$ cat src/rtl/ldval_pkg.sv
package ldval_pkg;
  typedef logic [1:0] cls_t;
  localparam cls_t CLS_NONE  = 2'd0;
  localparam cls_t CLS_WEAK  = 2'd1;
  localparam cls_t CLS_PRED  = 2'd2;
  localparam cls_t CLS_CONST = 2'd3;
endpackage

$ cat src/rtl/ldval_value_tbl.sv
module ldval_value_tbl #(
  parameter int IDX_W  = 6,
  parameter int DATA_W = 32
) (
  input  logic              clk_i,
  input  logic              rst_ni,
  input  logic [IDX_W-1:0]  rd_idx_i,
  output logic [DATA_W-1:0] rd_val_o,
  input  logic [IDX_W-1:0]  chk_idx_i,
  output logic [DATA_W-1:0] chk_val_o,
  input  logic              wr_en_i,
  input  logic [IDX_W-1:0]  wr_idx_i,
  input  logic [DATA_W-1:0] wr_val_i
);
  localparam int DEPTH = 1 << IDX_W;

  logic [DATA_W-1:0] mem_q [DEPTH];

  always_ff @(posedge clk_i or negedge rst_ni) begin
    if (!rst_ni) begin
      for (int i = 0; i < DEPTH; i++) mem_q[i] <= '0;
    end else if (wr_en_i) begin
      mem_q[wr_idx_i] <= wr_val_i;
    end
  end

  assign rd_val_o  = mem_q[rd_idx_i];
  assign chk_val_o = mem_q[chk_idx_i];

  AST_VT_OVERWRITE: assert property (@(posedge clk_i) disable iff (!rst_ni)
    wr_en_i |=> mem_q[$past(wr_idx_i)] == $past(wr_val_i));
endmodule

$ cat src/rtl/ldval_cls_tbl.sv
module ldval_cls_tbl
  import ldval_pkg::*;
#(
  parameter int IDX_W = 6
) (
  input  logic                   clk_i,
  input  logic                   rst_ni,
  input  logic [IDX_W-1:0]       rd_idx_i,
  output cls_t                   rd_cls_o,
  input  logic                   vfy_en_i,
  input  logic [IDX_W-1:0]       vfy_idx_i,
  input  logic                   hit_i,
  input  logic                   grant_i,
  output logic                   promote_o,
  input  logic [(1<<IDX_W)-1:0]  demote_i
);
  localparam int DEPTH = 1 << IDX_W;

  cls_t ctr_q [DEPTH];
  cls_t cur, step;

  always_comb begin
    cur = ctr_q[vfy_idx_i];
    if (hit_i) step = (cur == CLS_CONST) ? CLS_CONST : cur + 2'd1;
    else       step = (cur == CLS_NONE)  ? CLS_NONE  : cur - 2'd1;
    // constant status only with a tracking slot
    if (step == CLS_CONST && !grant_i) step = CLS_PRED;
  end

  assign promote_o = vfy_en_i && hit_i && (cur >= CLS_PRED);
  assign rd_cls_o  = ctr_q[rd_idx_i];

  always_ff @(posedge clk_i or negedge rst_ni) begin
    if (!rst_ni) begin
      for (int i = 0; i < DEPTH; i++) ctr_q[i] <= CLS_NONE;
    end else begin
      for (int i = 0; i < DEPTH; i++) begin
        if (vfy_en_i && vfy_idx_i == IDX_W'(i)) ctr_q[i] <= step;
        else if (demote_i[i])                   ctr_q[i] <= CLS_PRED;
      end
    end
  end

  AST_HIT_NO_DROP: assert property (@(posedge clk_i) disable iff (!rst_ni)
    vfy_en_i && hit_i && grant_i |=> ctr_q[$past(vfy_idx_i)] >= $past(cur));
  AST_MISS_LOSES_CONST: assert property (@(posedge clk_i) disable iff (!rst_ni)
    vfy_en_i && !hit_i |=> ctr_q[$past(vfy_idx_i)] != CLS_CONST);
  AST_NO_UNTRACKED_CONST: assert property (@(posedge clk_i) disable iff (!rst_ni)
    vfy_en_i && !grant_i |=> ctr_q[$past(vfy_idx_i)] != CLS_CONST);
endmodule

$ cat src/rtl/ldval_const_tbl.sv
module ldval_const_tbl #(
  parameter int IDX_W   = 6,
  parameter int ADDR_W  = 32,
  parameter int CONST_N = 4
) (
  input  logic                  clk_i,
  input  logic                  rst_ni,
  input  logic                  vfy_en_i,
  input  logic [IDX_W-1:0]      vfy_idx_i,
  input  logic [ADDR_W-1:0]     vfy_addr_i,
  input  logic                  promote_i,
  input  logic                  st_en_i,
  input  logic [ADDR_W-1:0]     st_addr_i,
  output logic                  grant_o,
  output logic [(1<<IDX_W)-1:0] demote_o
);
  localparam int SLOT_W = (CONST_N > 1) ? $clog2(CONST_N) : 1;

  logic [CONST_N-1:0] valid_q, match_w, st_hit_w;
  logic [IDX_W-1:0]   idx_q  [CONST_N];
  logic [ADDR_W-1:0]  addr_q [CONST_N];
  logic [SLOT_W-1:0]  free_sel;
  logic               any_free, take;

  always_comb begin
    any_free = 1'b0;
    free_sel = '0;
    demote_o = '0;
    for (int k = CONST_N - 1; k >= 0; k--) begin
      match_w[k]  = valid_q[k] && (idx_q[k] == vfy_idx_i);
      st_hit_w[k] = st_en_i && valid_q[k] && (addr_q[k] == st_addr_i);
      if (!valid_q[k]) begin
        any_free = 1'b1;
        free_sel = SLOT_W'(k);
      end
      if (st_hit_w[k]) demote_o[idx_q[k]] = 1'b1;
    end
  end

  // any store in the cycle blocks promotion
  assign grant_o = !st_en_i && ((|match_w) || any_free);
  assign take    = vfy_en_i && promote_i && grant_o;

  always_ff @(posedge clk_i or negedge rst_ni) begin
    if (!rst_ni) begin
      valid_q <= '0;
      for (int k = 0; k < CONST_N; k++) begin
        idx_q[k]  <= '0;
        addr_q[k] <= '0;
      end
    end else begin
      for (int k = 0; k < CONST_N; k++) begin
        if (take && ((|match_w) ? match_w[k] : (free_sel == SLOT_W'(k)))) begin
          valid_q[k] <= 1'b1;
          idx_q[k]   <= vfy_idx_i;
          addr_q[k]  <= vfy_addr_i;
        end else if (st_hit_w[k] || (vfy_en_i && match_w[k])) begin
          valid_q[k] <= 1'b0;
        end
      end
    end
  end

  for (genvar k = 0; k < CONST_N; k++) begin : g_chk
    AST_STORE_FREES_SLOT: assert property (@(posedge clk_i) disable iff (!rst_ni)
      st_hit_w[k] |=> !valid_q[k]);
  end
endmodule

$ cat src/rtl/ldval_pred.sv
module ldval_pred
  import ldval_pkg::*;
#(
  parameter int PC_W    = 30,
  parameter int IDX_W   = 6,
  parameter int DATA_W  = 32,
  parameter int ADDR_W  = 32,
  parameter int CONST_N = 4
) (
  input  logic              clk_i,
  input  logic              rst_ni,
  input  logic [PC_W-1:0]   lookup_pc_i,
  output logic [DATA_W-1:0] pred_val_o,
  output logic              pred_use_o,
  output logic              pred_const_o,
  input  logic              vfy_valid_i,
  input  logic [PC_W-1:0]   vfy_pc_i,
  input  logic [DATA_W-1:0] vfy_val_i,
  input  logic [ADDR_W-1:0] vfy_addr_i,
  input  logic              st_valid_i,
  input  logic [ADDR_W-1:0] st_addr_i
);
  localparam int DEPTH  = 1 << IDX_W;
  localparam int SLICES = (PC_W + IDX_W - 1) / IDX_W;
  localparam int PAD_W  = SLICES * IDX_W;

  logic [PAD_W-1:0]  lk_pad, vf_pad;
  logic [IDX_W-1:0]  lk_idx, vf_idx;
  logic [DATA_W-1:0] vf_old;
  logic              hit, grant, promote;
  logic [DEPTH-1:0]  demote;
  cls_t              lk_cls;

  assign lk_pad = PAD_W'(lookup_pc_i);
  assign vf_pad = PAD_W'(vfy_pc_i);

  always_comb begin
    lk_idx = '0;
    vf_idx = '0;
    for (int s = 0; s < SLICES; s++) begin
      lk_idx ^= lk_pad[s*IDX_W +: IDX_W];
      vf_idx ^= vf_pad[s*IDX_W +: IDX_W];
    end
  end

  ldval_value_tbl #(.IDX_W(IDX_W), .DATA_W(DATA_W)) u_vt (
    .clk_i, .rst_ni,
    .rd_idx_i(lk_idx), .rd_val_o(pred_val_o),
    .chk_idx_i(vf_idx), .chk_val_o(vf_old),
    .wr_en_i(vfy_valid_i), .wr_idx_i(vf_idx), .wr_val_i(vfy_val_i)
  );

  assign hit = (vf_old == vfy_val_i);

  ldval_cls_tbl #(.IDX_W(IDX_W)) u_cls (
    .clk_i, .rst_ni,
    .rd_idx_i(lk_idx), .rd_cls_o(lk_cls),
    .vfy_en_i(vfy_valid_i), .vfy_idx_i(vf_idx), .hit_i(hit),
    .grant_i(grant), .promote_o(promote), .demote_i(demote)
  );

  ldval_const_tbl #(.IDX_W(IDX_W), .ADDR_W(ADDR_W), .CONST_N(CONST_N)) u_ct (
    .clk_i, .rst_ni,
    .vfy_en_i(vfy_valid_i), .vfy_idx_i(vf_idx), .vfy_addr_i(vfy_addr_i),
    .promote_i(promote), .st_en_i(st_valid_i), .st_addr_i(st_addr_i),
    .grant_o(grant), .demote_o(demote)
  );

  assign pred_use_o   = (lk_cls >= CLS_PRED);
  assign pred_const_o = (lk_cls == CLS_CONST);

  AST_STORE_BLOCKS_CONST: assert property (@(posedge clk_i) disable iff (!rst_ni)
    vfy_valid_i && st_valid_i && (lookup_pc_i == vfy_pc_i)
      |=> !pred_const_o || !$stable(lookup_pc_i));
endmodule

$ cat config.mk
export PLATFORM = sky130hd
export DESIGN_NAME = ldval_pred
export DESIGN_NICKNAME = d
export VERILOG_FILES = /design/src/rtl/ldval_pkg.sv /design/src/rtl/ldval_value_tbl.sv /design/src/rtl/ldval_cls_tbl.sv /design/src/rtl/ldval_const_tbl.sv /design/src/rtl/ldval_pred.sv
export SDC_FILE = /design/constraint.sdc
export NUM_CORES = 2
export LEC_CHECK = 0
export ABC_AREA = 0
export BUFFER_PORTS_ARGS = -buffer_cell sky130_fd_sc_hd__buf_2
export CORE_MARGIN = 8
export CORE_UTILIZATION = 40
export DETAILED_ROUTE_END_ITERATION = 6
export MAX_ROUTING_LAYER = met4
export SYNTH_ARGS = -nofsm -noshare
export SYNTH_HDL_FRONTEND = slang
export SYNTH_HIERARCHICAL = 1
export SYNTH_SLANG_ARGS = --single-unit
$ cat constraint.sdc
create_clock -name clk_i -period 4.4 [get_ports clk_i]
set_clock_uncertainty 0.15 [all_clocks]
set_input_delay 0.22 -clock clk_i [delete_from_list [all_inputs] [get_ports clk_i]]
set_output_delay 0.22 -clock clk_i [all_outputs]
set_load 0.01 [all_outputs]
==> impl_metrics.ini <==
[outcome]
outcome = finished with violations
violations = setup timing

[worst_setup_path]
cp_data_required_time_ps = 4990
critPathLaunchType = primary input
crit_type = primary input to flip-flop
path_max_fanout = 16
cp_slowest_stage_delay_ps = 490
cp_common_cell = buf_12
rrSetupSlack_ps = -840
r2r-end = u_ct/idx_q[13]
endpoint_kind = flip-flop
crit_arrival_ps = 5950
r2r_cells = 21
r2r-start = u_vt/mem_q[697]
slowest_stage = mux4_2

[clock_tree]
tritoncts = yes
cts_root_buf = clkbuf_16
cts.sinks = 2332
cts_max_level = 5
clkTransAtPathRegs_ps = 60
clk_latency_ps = 910
clock_path_buffers = 4
numCtsBuffers = 273

[routing]
viasPerCell = 6.399
firstDrtPassIters = 6
wl_per_cell_microns = 33.93
dr_total_vias = 90230
drtIter0Drc = 10200
drc = 0
postRouteAntennaNets = 0
wirelength_microns = 478500

[logic_synthesis]
async_reset_ff_share_pct = 100.0
synth-main-ff-cell = dfrtp_1
syn_nets = 8914
ys_seq_area_share_pct = 45.64
synth_area_per_cell_sq_um = 14.61
ys_types = 74
syn_inst = 8754
ys_ff_latch = 2332
netlist_area_sq_mm = 0.1279
yosysWarnings = 6
synth_edf_count = 0

[timing]
maxSlewViolCount = 0
post-route-period-util_pct = 121.9
worstMarginPinSlew_ps = 1351
rsz0062_at_grt = true
finalCriticalPeriod_ps = 5363
fin_setup_tns_ps = -192270
holdWs_ps = 59.88
relSlewSlack_pct = 9.247
fin_ws_ps = -962.5
setup_viol = 284
hold_viol = 0
max_freq_ghz = 0.1865

[die]
rows = 207
die_w_microns = 581.4
start_util_pct = 40.20
boundaryPins = 194
die_area_sq_mm = 0.3380
dieHeight_microns = 581.4
core_region_area_sq_mm = 0.3181

[power_and_ir_drop]
switching_share_pct = 33.11
p_per_area_mw_per_mm2 = 580.7
seq_power_share_pct = 35.3
p_clk_share_pct = 25.8
power.switching_w = 0.02961
power.internal_w = 0.05983
peakVddDrop_uv = 398.6
comb_power_share_pct = 38.9
p_leak_nw = 68.32

[place]
io_buffers = 193
gp_congestion = 0.9331
hpwlAfterDp_microns = 310800
dp_slack_ps = -2489
dp.cells = 13480

[job]
drv_cap = 0

[min_path]
min_to = u_ct/addr_q[11]
hp-class = primary input to flip-flop
min-delay-start = vfy_addr_i[11]
hold_depth = 3

[grt]
grt_start_max_net_pins = 137
grt_pass1_vias = 94070
antenna_found_initial = 15
grt_pass1_wl_microns = 692300
grt-ovfl-total = 0
grt_use_total_pct = 28.49

[layout]
area_growth_pct = 20.44
final_util_pct = 48.42
drive_gt1_share_pct = 54.40
stdcell_count = 14100
fin_nets = 9873
## worst max-delay path, delay by kind of cell
family                 cells  cell delay, ps
multiplexers               4            1090
AO/OA/AOI/OAI              2             220
XOR/XNOR                   4             750
buffers and inverters     11            1790
AND/OR/NAND/NOR            9            1790
## Yosys cell counts, drive strengths merged (38+ instances only)
master / instances / area, sq um
a21oi: 61 / 305.3
a22oi: 107 / 803.3
a31oi: 61 / 381.6
buf: 461 / 2455
clkbuf: 446 / 1674
dfrtp: 2332 / 58360
mux2: 2216 / 24950
mux2i: 208 / 2082
mux4: 1174 / 26460
nand2: 312 / 1171
nand3: 128 / 640.6
nand3b: 87 / 653.1
nor2: 133 / 501.7
nor2b: 38 / 237.7
nor3: 46 / 235.2
nor4: 131 / 838.3
o21ai: 241 / 1431
o221ai: 88 / 770.7
o22ai: 51 / 319.1
xnor2: 114 / 998.5
xor2: 117 / 1025
## cells by family (layout without fill, tap and decap cells)
logic type | count (synthesis) | in the layout | share of synthesized area (%)
other cells | 0 | 7 | 0
compound gates | 698 | 698 | 3.755
fa+ha+maj | 1 | 1 | 0.007829
flops | 2332 | 2332 | 45.64
simple gates | 977 | 977 | 3.919
xor+xnor | 231 | 231 | 1.582
buf+inv | 917 | 2078 | 3.259
mux | 3598 | 3598 | 41.84
## through the flow
step	cell area, sq um	total power, W
after floorplan	128200	0.05118
after CTS	153500	0.08919
final	154000	0.08944
after global placement	142400	0.06420
after detailed placement	142400	0.06522
after global routing	154000	0.09294
## how the worst max path moves through the flow
stage	from	end	slack, ps	cells past startpoint
6_report	vfy_pc_i[12]	u_ct/idx_q[13]	-960	30
3_3_place_gp	vfy_pc_i[0]	u_ct/addr_q[58]	-2520	25
3_5_place_dp	vfy_pc_i[0]	u_ct/addr_q[60]	-2490	25
5_1_grt	vfy_pc_i[12]	u_ct/addr_q[78]	-980	29
4_1_cts	vfy_pc_i[24]	u_ct/idx_q[13]	-760	28
2_1_floorplan	vfy_pc_i[0]	u_ct/addr_q[64]	-360	23
## layout by cell type, fill, tap and decap left out, types with 13 or more instances in the layout
master / Yosys / final
a21oi_1: 61 / 56
a22oi_1: 107 / 99
a31oi_1: 61 / 61
a32oi_1: 23 / 23
buf_12: 2 / 196
buf_16: 0 / 24
buf_2: 235 / 188
buf_4: 52 / 1072
buf_6: 27 / 22
bufinv_16: 0 / 19
clkbuf_1: 446 / 72
clkbuf_16: 0 / 285
clkbuf_8: 0 / 51
clkinv_2: 0 / 28
dfrtp_1: 2332 / 2332
dlygate4sd3_1: 0 / 74
inv_6: 0 / 13
mux2_1: 171 / 171
mux2_2: 2045 / 2005
mux2_4: 0 / 40
mux2i_1: 208 / 208
mux4_2: 1169 / 1169
nand2_1: 312 / 289
nand2_2: 0 / 17
nand3_1: 128 / 127
nand3b_1: 87 / 87
nand4_1: 24 / 24
nor2_1: 132 / 77
nor2_4: 0 / 54
nor2b_1: 38 / 34
nor3_1: 45 / 43
nor4_1: 128 / 123
o211ai_1: 20 / 20
o21ai_0: 153 / 94
o21ai_1: 28 / 57
o21ai_2: 60 / 88
o221ai_1: 88 / 86
o22ai_1: 51 / 49
xnor2_1: 114 / 95
xor2_1: 117 / 114
## layer usage
layer,global-route usage [%],vias to the layer above,wire (microns)
li1,-,35920,-
met1,36.24,48540,186900
met2,43.31,4509,220100
met3,5.400,1258,39480
met4,15.49,0,31970
met5,-,-,0
## final cells by class
type | count | area [sq um]
flip-flops and latches | 2332 | 58360
well taps | 4180 | 5230
multi-input cells | 5505 | 66550
diodes | 7 | 17.52
inverters | 10 | 40.04
clock inverters | 77 | 1018
fillers | 27110 | 164000
repair buffers | 1591 | 14880
clock buffers | 400 | 7904
## state kept, by name, indices dropped and copies added, names as in the netlist
name and cells:
u_ct/valid_q 4, u_ct/idx_q 24, u_vt/mem_q 2048, u_cls/ctr_q 128
u_ct/addr_q 128
## what timing repair did
item,in CTS,in global routing
hold buffers,75,0
resized for setup,173,89
gates cloned,18,7
setup buffers,25,19
pin swaps,39,13
endpoints found under the hold margin,1361,0
setup endpoints to repair,284,284
## power by group through the flow
stage	Clock (W)	Sequential [W]	Combinational, W
after floorplan	0	0.0303	0.0209
after global placement	0	0.0313	0.0329
after detailed placement	0	0.0318	0.0335
after CTS	0.0235	0.0314	0.0343
after global routing	0.0242	0.0323	0.0364
final	0.0231	0.0316	0.0348
No activity file was read; power rests on OpenSTA's default activity.
